$ cat src/rtl/cap_match.sv
module cap_match #(
  parameter int ENTRIES    = 8,
  parameter int ALG_W      = 8,
  parameter int KSZ_W      = 8,
  parameter int MASK_W     = 8,
  parameter int BYTES_W    = 32,
  parameter int CNT_W      = 8,
  parameter int CAP_W      = 32,
  parameter int UNIT_BYTES = 512,
  localparam int IDX_W     = (ENTRIES > 1) ? $clog2(ENTRIES) : 1
) (
  input  logic               clk,
  input  logic               rst_n,
  input  logic               wr_en,
  input  logic [IDX_W-1:0]   wr_idx,
  input  logic [ALG_W-1:0]   wr_alg,
  input  logic [KSZ_W-1:0]   wr_ksz,
  input  logic [MASK_W-1:0]  wr_mask,
  input  logic [CAP_W-1:0]   cap_word,
  input  logic [CNT_W-1:0]   cap_count,
  input  logic               start,
  input  logic [ALG_W-1:0]   req_alg,
  input  logic [KSZ_W-1:0]   req_ksz,
  input  logic [BYTES_W-1:0] req_bytes,
  output logic               busy,
  output logic               done,
  output logic               found,
  output logic [IDX_W-1:0]   match_idx,
  output logic [6:0]         key_len
);
  localparam int LOW_BITS = $clog2(UNIT_BYTES);

  function automatic logic [6:0] len_of(input logic [KSZ_W-1:0] code);
    case (code)
      KSZ_W'(1): return 7'd16;
      KSZ_W'(2): return 7'd24;
      KSZ_W'(3): return 7'd32;
      KSZ_W'(4): return 7'd64;
      default:   return 7'd0;
    endcase
  endfunction

  logic [ALG_W-1:0]  t_alg  [ENTRIES];
  logic [KSZ_W-1:0]  t_ksz  [ENTRIES];
  logic [MASK_W-1:0] t_mask [ENTRIES];

  logic [BYTES_W-1:0] units;
  logic               size_ok;
  logic [MASK_W-1:0]  req_mask;
  logic [6:0]         req_len;
  logic [CNT_W-1:0]   lim;
  logic               reject;

  assign units    = req_bytes >> LOW_BITS;
  assign size_ok  = (req_bytes[LOW_BITS-1:0] == '0) && ((units >> MASK_W) == '0) && $onehot(units);
  assign req_mask = size_ok ? units[MASK_W-1:0] : '0;
  assign req_len  = len_of(req_ksz);
  assign lim      = (cap_count > CNT_W'(ENTRIES)) ? CNT_W'(ENTRIES) : cap_count;
  assign reject   = (cap_word == '0) || (req_mask == '0) || (req_len == 7'd0) || (lim == '0);

  logic [ALG_W-1:0]  alg_q;
  logic [KSZ_W-1:0]  ksz_q;
  logic [MASK_W-1:0] mask_q;
  logic [CNT_W-1:0]  lim_q;
  logic [IDX_W-1:0]  idx;
  logic              hit;
  logic              last;

  assign hit  = (t_alg[idx] == alg_q) && (t_ksz[idx] == ksz_q) && ((t_mask[idx] & mask_q) != '0);
  assign last = (CNT_W'(idx) + CNT_W'(1)) == lim_q;

  always_ff @(posedge clk or negedge rst_n) begin
    if (!rst_n) begin
      for (int i = 0; i < ENTRIES; i++) begin
        t_alg[i]  <= '0;
        t_ksz[i]  <= '0;
        t_mask[i] <= '0;
      end
    end else if (wr_en) begin
      t_alg[wr_idx]  <= wr_alg;
      t_ksz[wr_idx]  <= wr_ksz;
      t_mask[wr_idx] <= wr_mask;
    end
  end

  always_ff @(posedge clk or negedge rst_n) begin
    if (!rst_n) begin
      busy      <= 1'b0;
      done      <= 1'b0;
      found     <= 1'b0;
      match_idx <= '0;
      key_len   <= '0;
      alg_q     <= '0;
      ksz_q     <= '0;
      mask_q    <= '0;
      lim_q     <= '0;
      idx       <= '0;
    end else begin
      done <= 1'b0;
      if (!busy && start) begin
        alg_q     <= req_alg;
        ksz_q     <= req_ksz;
        mask_q    <= req_mask;
        lim_q     <= lim;
        key_len   <= req_len;
        found     <= 1'b0;
        match_idx <= '0;
        idx       <= '0;
        if (reject) done <= 1'b1;
        else        busy <= 1'b1;
      end else if (busy) begin
        if (hit) begin
          done      <= 1'b1;
          found     <= 1'b1;
          match_idx <= idx;
          busy      <= 1'b0;
        end else if (last) begin
          done <= 1'b1;
          busy <= 1'b0;
        end else begin
          idx <= idx + 1'b1;
        end
      end
    end
  end
endmodule

$ cat config.mk
export PLATFORM = sky130hd
export DESIGN_NAME = cap_match
export DESIGN_NICKNAME = d
export VERILOG_FILES = /design/src/rtl/cap_match.sv
export SDC_FILE = /design/constraint.sdc
export NUM_CORES = 1
export LEC_CHECK = 0
export BUFFER_PORTS_ARGS = -buffer_cell sky130_fd_sc_hd__buf_2
export CAP_MARGIN = 15
export CORE_MARGIN = 2
export CORE_UTILIZATION = 30
export CTS_BUF_LIST = sky130_fd_sc_hd__clkbuf_8
export CTS_CLUSTER_SIZE = 28
export DETAILED_ROUTE_END_ITERATION = 7
export PLACE_DENSITY = 0.47
export SYNTH_ARGS = -nofsm -noshare
export SYNTH_HDL_FRONTEND = slang
export SYNTH_SLANG_ARGS = --single-unit
$ cat constraint.sdc
create_clock -name clk -period 3.3 [get_ports clk]
set_clock_uncertainty 0.05 [all_clocks]
set_input_delay 0.66 -clock clk [delete_from_list [all_inputs] [get_ports clk]]
set_output_delay 0.66 -clock clk [all_outputs]
set_load 0.01 [all_outputs]
### Word-level counts from Yosys, hierarchy flattened

Index checks and enable logic that the tools add are counted.

| cells by class | value |
|---|---|
| add/subtract/negate cells | 24 |
| order comparisons | 4 |
| eq/ne operators | 11 |
| multiplexer cells | 37 |
| bitwise logic cells | 3 |
| reductions and logical operators | 21 |

Operators by type and width:

| operator | count |
|---|---|
| $bwmux 64 | 3 |
| $bmux 8 s3 | 3 |
| $mux 8 | 9 |
| $logic_not 32->1 | 2 |
| $pmux 7 s4 | 1 |
| $demux 8 s3 | 1 |
| $add 1x1->2 | 11 |
| $mux 3 | 7 |
| $eq 8x2->1 const B | 2 |
| $eq 8x8->1 | 2 |
| $logic_not 8->1 | 2 |
| $add 2x2->3 | 5 |
| $mux 1 | 13 |
| $add 3x3->4 | 3 |
| $logic_not 9->1 | 1 |
| $and 8x8->8 | 1 |
| $eq 4x8->1 | 1 |
| $eq 8x1->1 const B | 1 |
| $eq 8x3->1 const B | 1 |
| $ge 4x4->1 const B | 2 |
| $gt 8x4->1 const B | 1 |
| $not 3->4 | 2 |
| $reduce_bool 8->1 | 1 |
| $logic_not 7->1 | 1 |
| other kinds (15) | 24 |

| storage, ports and cells | value |
|---|---|
| register bits | 240 |
| input bits | 119 |
| output and inout bits | 13 |

### Depth between registers and ports, before layout

| logic depth | value |
|---|---|
| word-level depth | 14 |
| mapped depth | 17 |

### Worst setup path before layout

No wires, ideal clock.

| path | value |
|---|---|
| path type | input port to flip-flop |
| from | input req_bytes[14] |
| to | register done |
| arrival time | 5360 ps |
| required time | 3116 ps |
| slack | -2244 ps |
| cell stages on the path | 17 |
| path buffers | 0 |
| cell sequence | inv_1 -> fa_1 -> inv_1 -> fa_1 -> fa_1 -> fa_1 -> inv_1 -> fa_1 -> inv_1 -> fa_1 -> fa_1 -> nor4b_1 -> nand4_1 -> nor3_1 -> nand4_1 -> o21ai_0 -> o21ai_0 |

| between the ends | value |
|---|---|
| cells in the longest elaborated chain, start to end | 14 |

Ends and longest elaborated chain:

| item | line | text |
|---|---|---|
| start: declaration | 24 | `input logic [BYTES_W-1:0] req_bytes,` |
| $add 1x1->2 (implied by the code) | 55 | `assign size_ok = (req_bytes[LOW_BITS-1:0] == '0) && ((units >> MASK_W) == '0) && $onehot(units);` |
| $add 2x2->3 (implied by the code) | 55 |  |
| $add 3x3->4 (implied by the code) | 55 |  |
| $add 4x4->5 (implied by the code) | 55 |  |
| $add 5x4->6 (implied by the code) | 55 |  |
| $eq 6x1->1 | 55 |  |
| $logic_and 1x1->1 | 55 |  |
| $mux 8 * | 56 | `assign req_mask = size_ok ? units[MASK_W-1:0] : '0;` |
| $logic_not 8->1 * | 59 | `assign reject = (cap_word == '0) \|\| (req_mask == '0) \|\| (req_len == 7'd0) \|\| (lim == '0);` |
| $logic_or 1x1->1 * (3 in a row) | 59 |  |
| $mux 1 * | 109 | `if (reject) done <= 1'b1;` |
| $mux 1 * | 100 | `if (!busy && start) begin` |
| end signal: assignment | 99 | `done <= 1'b0;` |
| end signal: assignment | 109 |  |
| end signal: assignment | 113 | `done <= 1'b1;` |
| end: declaration | 26 | `output logic done,` |

Mark *: on every way between the ends. The rest lies on a longest branch, timed or not.
A chain may end at the register's enable or synchronous reset.

### Worst setup path in the final report

Same ends and word-level chain as after synthesis.

==> impl_metrics.sql <==
INSERT INTO impl_metrics (metric_group, metric, value, unit) VALUES
('routing', 'detail_route.first_pass.iterations', '4', ''),
('logic_synthesis', 'ys_types', '48', ''),
('logic_synthesis', 'synth-adder-area-share', '3.56', '%'),
('timing', 'post-route-worst-setup-slack', '-1.48', 'ns'),
('cells_and_area', 'layout.core_utilization', '37.3', '%'),
('routing', 'routed-via-count', '7408', ''),
('logic_synthesis', 'synth-warning-count', '0', ''),
('logic_synthesis', 'synthMuxAreaShare', '30.3', '%'),
('cells_and_area', 'finalNetCount', '1169', ''),
('routing', 'total_routed_wirelength', '29400', 'um'),
('routing', 'route.detailed.vias_per_inst', '4.72', ''),
('flow_run', 'timing.max_cap.violations', '0', ''),
('critical_path', 'required', '3.66', 'ns'),
('pwr', 'power-per-cell-area', '765', 'nW/um2'),
('cells_and_area', 'n_fill_cell', '3676', ''),
('place', 'finalWeightedCongestion', '0.733', ''),
('place', 'buffer_ports.inserted', '128', ''),
('logic_synthesis', 'synth_compound_area_share', '2.54', '%'),
('logic_synthesis', 'synth_seq_cells', '237', ''),
('floorplan', 'fp.dieArea', '39700', 'um2'),
('outcome', 'violated_checks', 'setup timing', ''),
('logic_synthesis', 'netlist_top_cells_area', 'sky130_fd_sc_hd__dfrtp_1 (52%), sky130_fd_sc_hd__mux2_2 (20%), sky130_fd_sc_hd__mux4_2 (7.5%)', ''),
('critical_path', 'timing.reg2reg.setup_slack', '0.17', 'ns'),
('routing', 'drtAntennaViolNets', '0', ''),
('logic_synthesis', 'synth_commonest_cells', 'sky130_fd_sc_hd__dfrtp_1 (237), sky130_fd_sc_hd__mux2_2 (200), sky130_fd_sc_hd__nand2_1 (89)', ''),
('cells_and_area', 'layout-drive-gt1-share', '48.2', '%'),
('clock_tree', 'cts.sink_count', '237', ''),
('critical_path', 'setup.worst_path.class', 'in -> reg', ''),
('logic_synthesis', 'synth.yosys.seq_area_share', '51.8', '%'),
('critical_path', 'end_kind', 'flip-flop', ''),
('timing', 'setup_repair_after_global_routing_missed_its_margin', 'yes', ''),
('logic_synthesis', 'yosysTopAreaCell', 'sky130_fd_sc_hd__dfrtp_1', ''),
('logic_synthesis', 'synthXorXnorAreaFrac', '1.30', '%'),
('clock_tree', 'max-clock-path-buffers', '3', ''),
('timing', 'tightest_slew', '0.758', 'ns'),
('logic_synthesis', 'syn-instance-count', '843', ''),
('pwr', 'vdd_ir_drop_max', '0.309', 'mV'),
('clock_tree', 'clkLatencyLatePin', '0.55', 'ns'),
('logic_synthesis', 'synth-async-reset-ratio', '100', '%'),
('critical_path', 'startpoint_class_of_the_critical_path', 'input pin', ''),
('floorplan', 'io-pin-count', '132', ''),
('logic_synthesis', 'post_synth.cell_area_avg', '13.6', 'um2'),
('timing', 'slew-limit-headroom', '49.3', '%'),
('clock_tree', 'clock-root-buffer', 'sky130_fd_sc_hd__clkbuf_8', ''),
('routing', 'detail_route.drc_violations', '0', ''),
('clock_tree', 'cts_tree', 'done', ''),
('global_routing', 'grt_overflow_total', '0', ''),
('hold_path', 'worst_min_delay_path_category', 'in -> reg', ''),
('timing', 'final_setup_fails', '10', ''),
('clock_tree', 'numCtsBuffers', '43', ''),
('floorplan', 'core', '37600', 'um2'),
('critical_path', 'worst_path_fanout_max', '2', ''),
('logic_synthesis', 'post-synth-top-count-cell', 'sky130_fd_sc_hd__dfrtp_1', ''),
('floorplan', 'dieHeight', '199', 'um'),
('timing', 'fin_crit_sh', '145', '%'),
('logic_synthesis', 'dominantRegCellSynth', 'sky130_fd_sc_hd__dfrtp_1', ''),
('outcome', 'outcome', 'complete, but fails checks', ''),
('global_routing', 'grt_antenna_before_repair', '3', ''),
('floorplan', 'floorplan.initialDensity', '30.4', '%'),
('floorplan', 'die_width', '199', 'um'),
('floorplan', 'placement_rows', '71', ''),
('clock_tree', 'cts.reportedPaths.clkPinSlew', '0.06', 'ns'),
('global_routing', 'grt.total_usage', '15.1', '%'),
('timing', 'whs', '0.257', 'ns'),
('logic_synthesis', 'yosys.area_share.simple', '7.48', '%'),
('routing', 'avgRoutedWirePerCell', '18.7', 'um'),
('global_routing', 'global_route_wire_length_before_repair', '45500', 'um'),
('timing', 'finalWorstPathRequiredPeriod', '4.78', 'ns'),
('logic_synthesis', 'synth_enable_flop_cells', '0', ''),
('global_routing', 'grt_start_max_net_pins', '84', ''),
('cells_and_area', 'layout-area-overhead-vs-synth', '22.5', '%');
[power breakdown]
group / internal [mW] / switching (mW)
Sequential: 3.56 / 0.379
Combinational: 2.05 / 1.93
Clock: 1.57 / 1.24
Total: 7.17 / 3.54
[final cells by class]
cell class	count	area, um2	area share, %
Timing Repair Buffer	182	1150	8.21
Multi-Input combinational cell	532	5280	37.7
Inverter	31	124	0.884
Antenna cell	1	2.50	0.0178
Clock inverter	17	88.8	0.634
Sequential cell	237	5940	42.3
Tap cell	511	639	4.56
Clock buffer	58	798	5.69
[cells by family (layout without fill, tap and decap cells)]
group / Yosys count / after routing
xor gates and xnor gates: 17 / 17
DFF: 237 / 237
AOI/OAI and AO/OA: 42 / 42
and+or+nand+nor: 173 / 173
buffers and inverters: 76 / 288
other: 1 / 4
muxes: 274 / 274
adders and majority gates: 23 / 23
[registers in the layout (all words and copies together), names as in the netlist, 4 cells and up]
| signal | cells |
|---|---|
| alg_q | 8 |
| key_len | 4 |
| ksz_q | 8 |
| lim_q | 8 |
| mask_q | 8 |
| t_alg | 64 |
| t_ksz | 64 |
| t_mask | 64 |
[per-layer routing]
| layer | track usage, % | share of wire (%) | vias to the layer above |
|---|---|---|---|
| li1 | - | - | 3430 |
| met1 | 21.8 | 48 | 3767 |
| met2 | 22.9 | 45 | 165 |
| met3 | 3.22 | 5.2 | 42 |
| met4 | 3.73 | 1.7 | 4 |
| met5 | 0 | 0.078 | - |
[worst paths after layout]
| check | cells past startpoint | end | from |
|---|---|---|---|
| worst min-delay path | 3 | alg_q[4]$_DFFE_PN0P_ | req_alg[4] |
| min in group asynchronous | 2 | t_ksz[55]$_DFFE_PN0P_ | rst_n |
| worst min register to register | 2 | key_len[3]$_DFFE_PN0P_ | key_len[3]$_DFFE_PN0P_ |
| max in group asynchronous | 3 | t_mask[19]$_DFFE_PN0P_ | rst_n |
| worst max-delay path | 18 | done$_DFF_PN0_ | req_bytes[14] |
| worst max register to register | 9 | idx[1]$_DFFE_PN0P_ | idx[1]$_DFFE_PN0P_ |
[layout by cell type, fill, tap and decap left out, types with 2 or more instances in the layout]
cell type                  count
sky130_fd_sc_hd__dfrtp_1     235
sky130_fd_sc_hd__mux2_2      200
sky130_fd_sc_hd__buf_2       126
sky130_fd_sc_hd__nand2_1      89
sky130_fd_sc_hd__clkbuf_8     58
sky130_fd_sc_hd__buf_4        46
sky130_fd_sc_hd__inv_1        40
sky130_fd_sc_hd__mux4_2       38
sky130_fd_sc_hd__mux2i_1      35
sky130_fd_sc_hd__nor4_1       17
sky130_fd_sc_hd__fa_1         15
sky130_fd_sc_hd__xor2_1       12
sky130_fd_sc_hd__a22oi_1      12
sky130_fd_sc_hd__nor2_1       11
sky130_fd_sc_hd__nand4_1      10
sky130_fd_sc_hd__nand3_2       9
sky130_fd_sc_hd__ha_1          7
sky130_fd_sc_hd__nor2b_1       6
sky130_fd_sc_hd__a21oi_1       6
sky130_fd_sc_hd__buf_12        6
sky130_fd_sc_hd__o21ai_0       5
sky130_fd_sc_hd__nor3_1        5
sky130_fd_sc_hd__xnor2_1       5
sky130_fd_sc_hd__nand3_1       4
sky130_fd_sc_hd__and3_1        3
sky130_fd_sc_hd__a22o_1        3
sky130_fd_sc_hd__a31oi_1       3
sky130_fd_sc_hd__nand4b_1      3
sky130_fd_sc_hd__conb_1        3
sky130_fd_sc_hd__clkinv_2      3
sky130_fd_sc_hd__buf_8         3
sky130_fd_sc_hd__o22ai_1       2
sky130_fd_sc_hd__nand3b_1      2
sky130_fd_sc_hd__a211oi_2      2
sky130_fd_sc_hd__nor3_2        2
sky130_fd_sc_hd__nor3b_2       2
[metrics by stage]
step / cell area, um2 / cells
after detailed placement: 13000 / 1491
final: 14000 / 1569
after floorplan: 11500 / 845
after CTS: 14000 / 1568
after global placement: 13000 / 1491
after global routing: 14000 / 1568
[what timing repair did]
action / CTS / global route
pin swaps: 7 / 5
endpoints found under the setup margin: 10 / 13
setup buffers: 1 / 1
gates resized for setup: 16 / 4
endpoints found under the hold margin: 43 / 0
hold buffers: 1 / 0
[worst max-delay path, cell delays in order]
cell and delay, ns:
sky130_fd_sc_hd__buf_8 0.09, sky130_fd_sc_hd__inv_8 0.02, sky130_fd_sc_hd__fa_1 0.52, sky130_fd_sc_hd__inv_1 0.05
sky130_fd_sc_hd__fa_1 0.46, sky130_fd_sc_hd__fa_1 0.49, sky130_fd_sc_hd__fa_1 0.51, sky130_fd_sc_hd__inv_1 0.05
sky130_fd_sc_hd__fa_1 0.48, sky130_fd_sc_hd__inv_1 0.05, sky130_fd_sc_hd__fa_2 0.35, sky130_fd_sc_hd__fa_1 0.48
sky130_fd_sc_hd__nor4b_2 0.22, sky130_fd_sc_hd__nand4_1 0.17, sky130_fd_sc_hd__nor3_4 0.18, sky130_fd_sc_hd__nand4_1 0.13
sky130_fd_sc_hd__o21ai_2 0.16, sky130_fd_sc_hd__o21ai_1 0.08
Note: power is estimated with default switching activity, not from simulation.
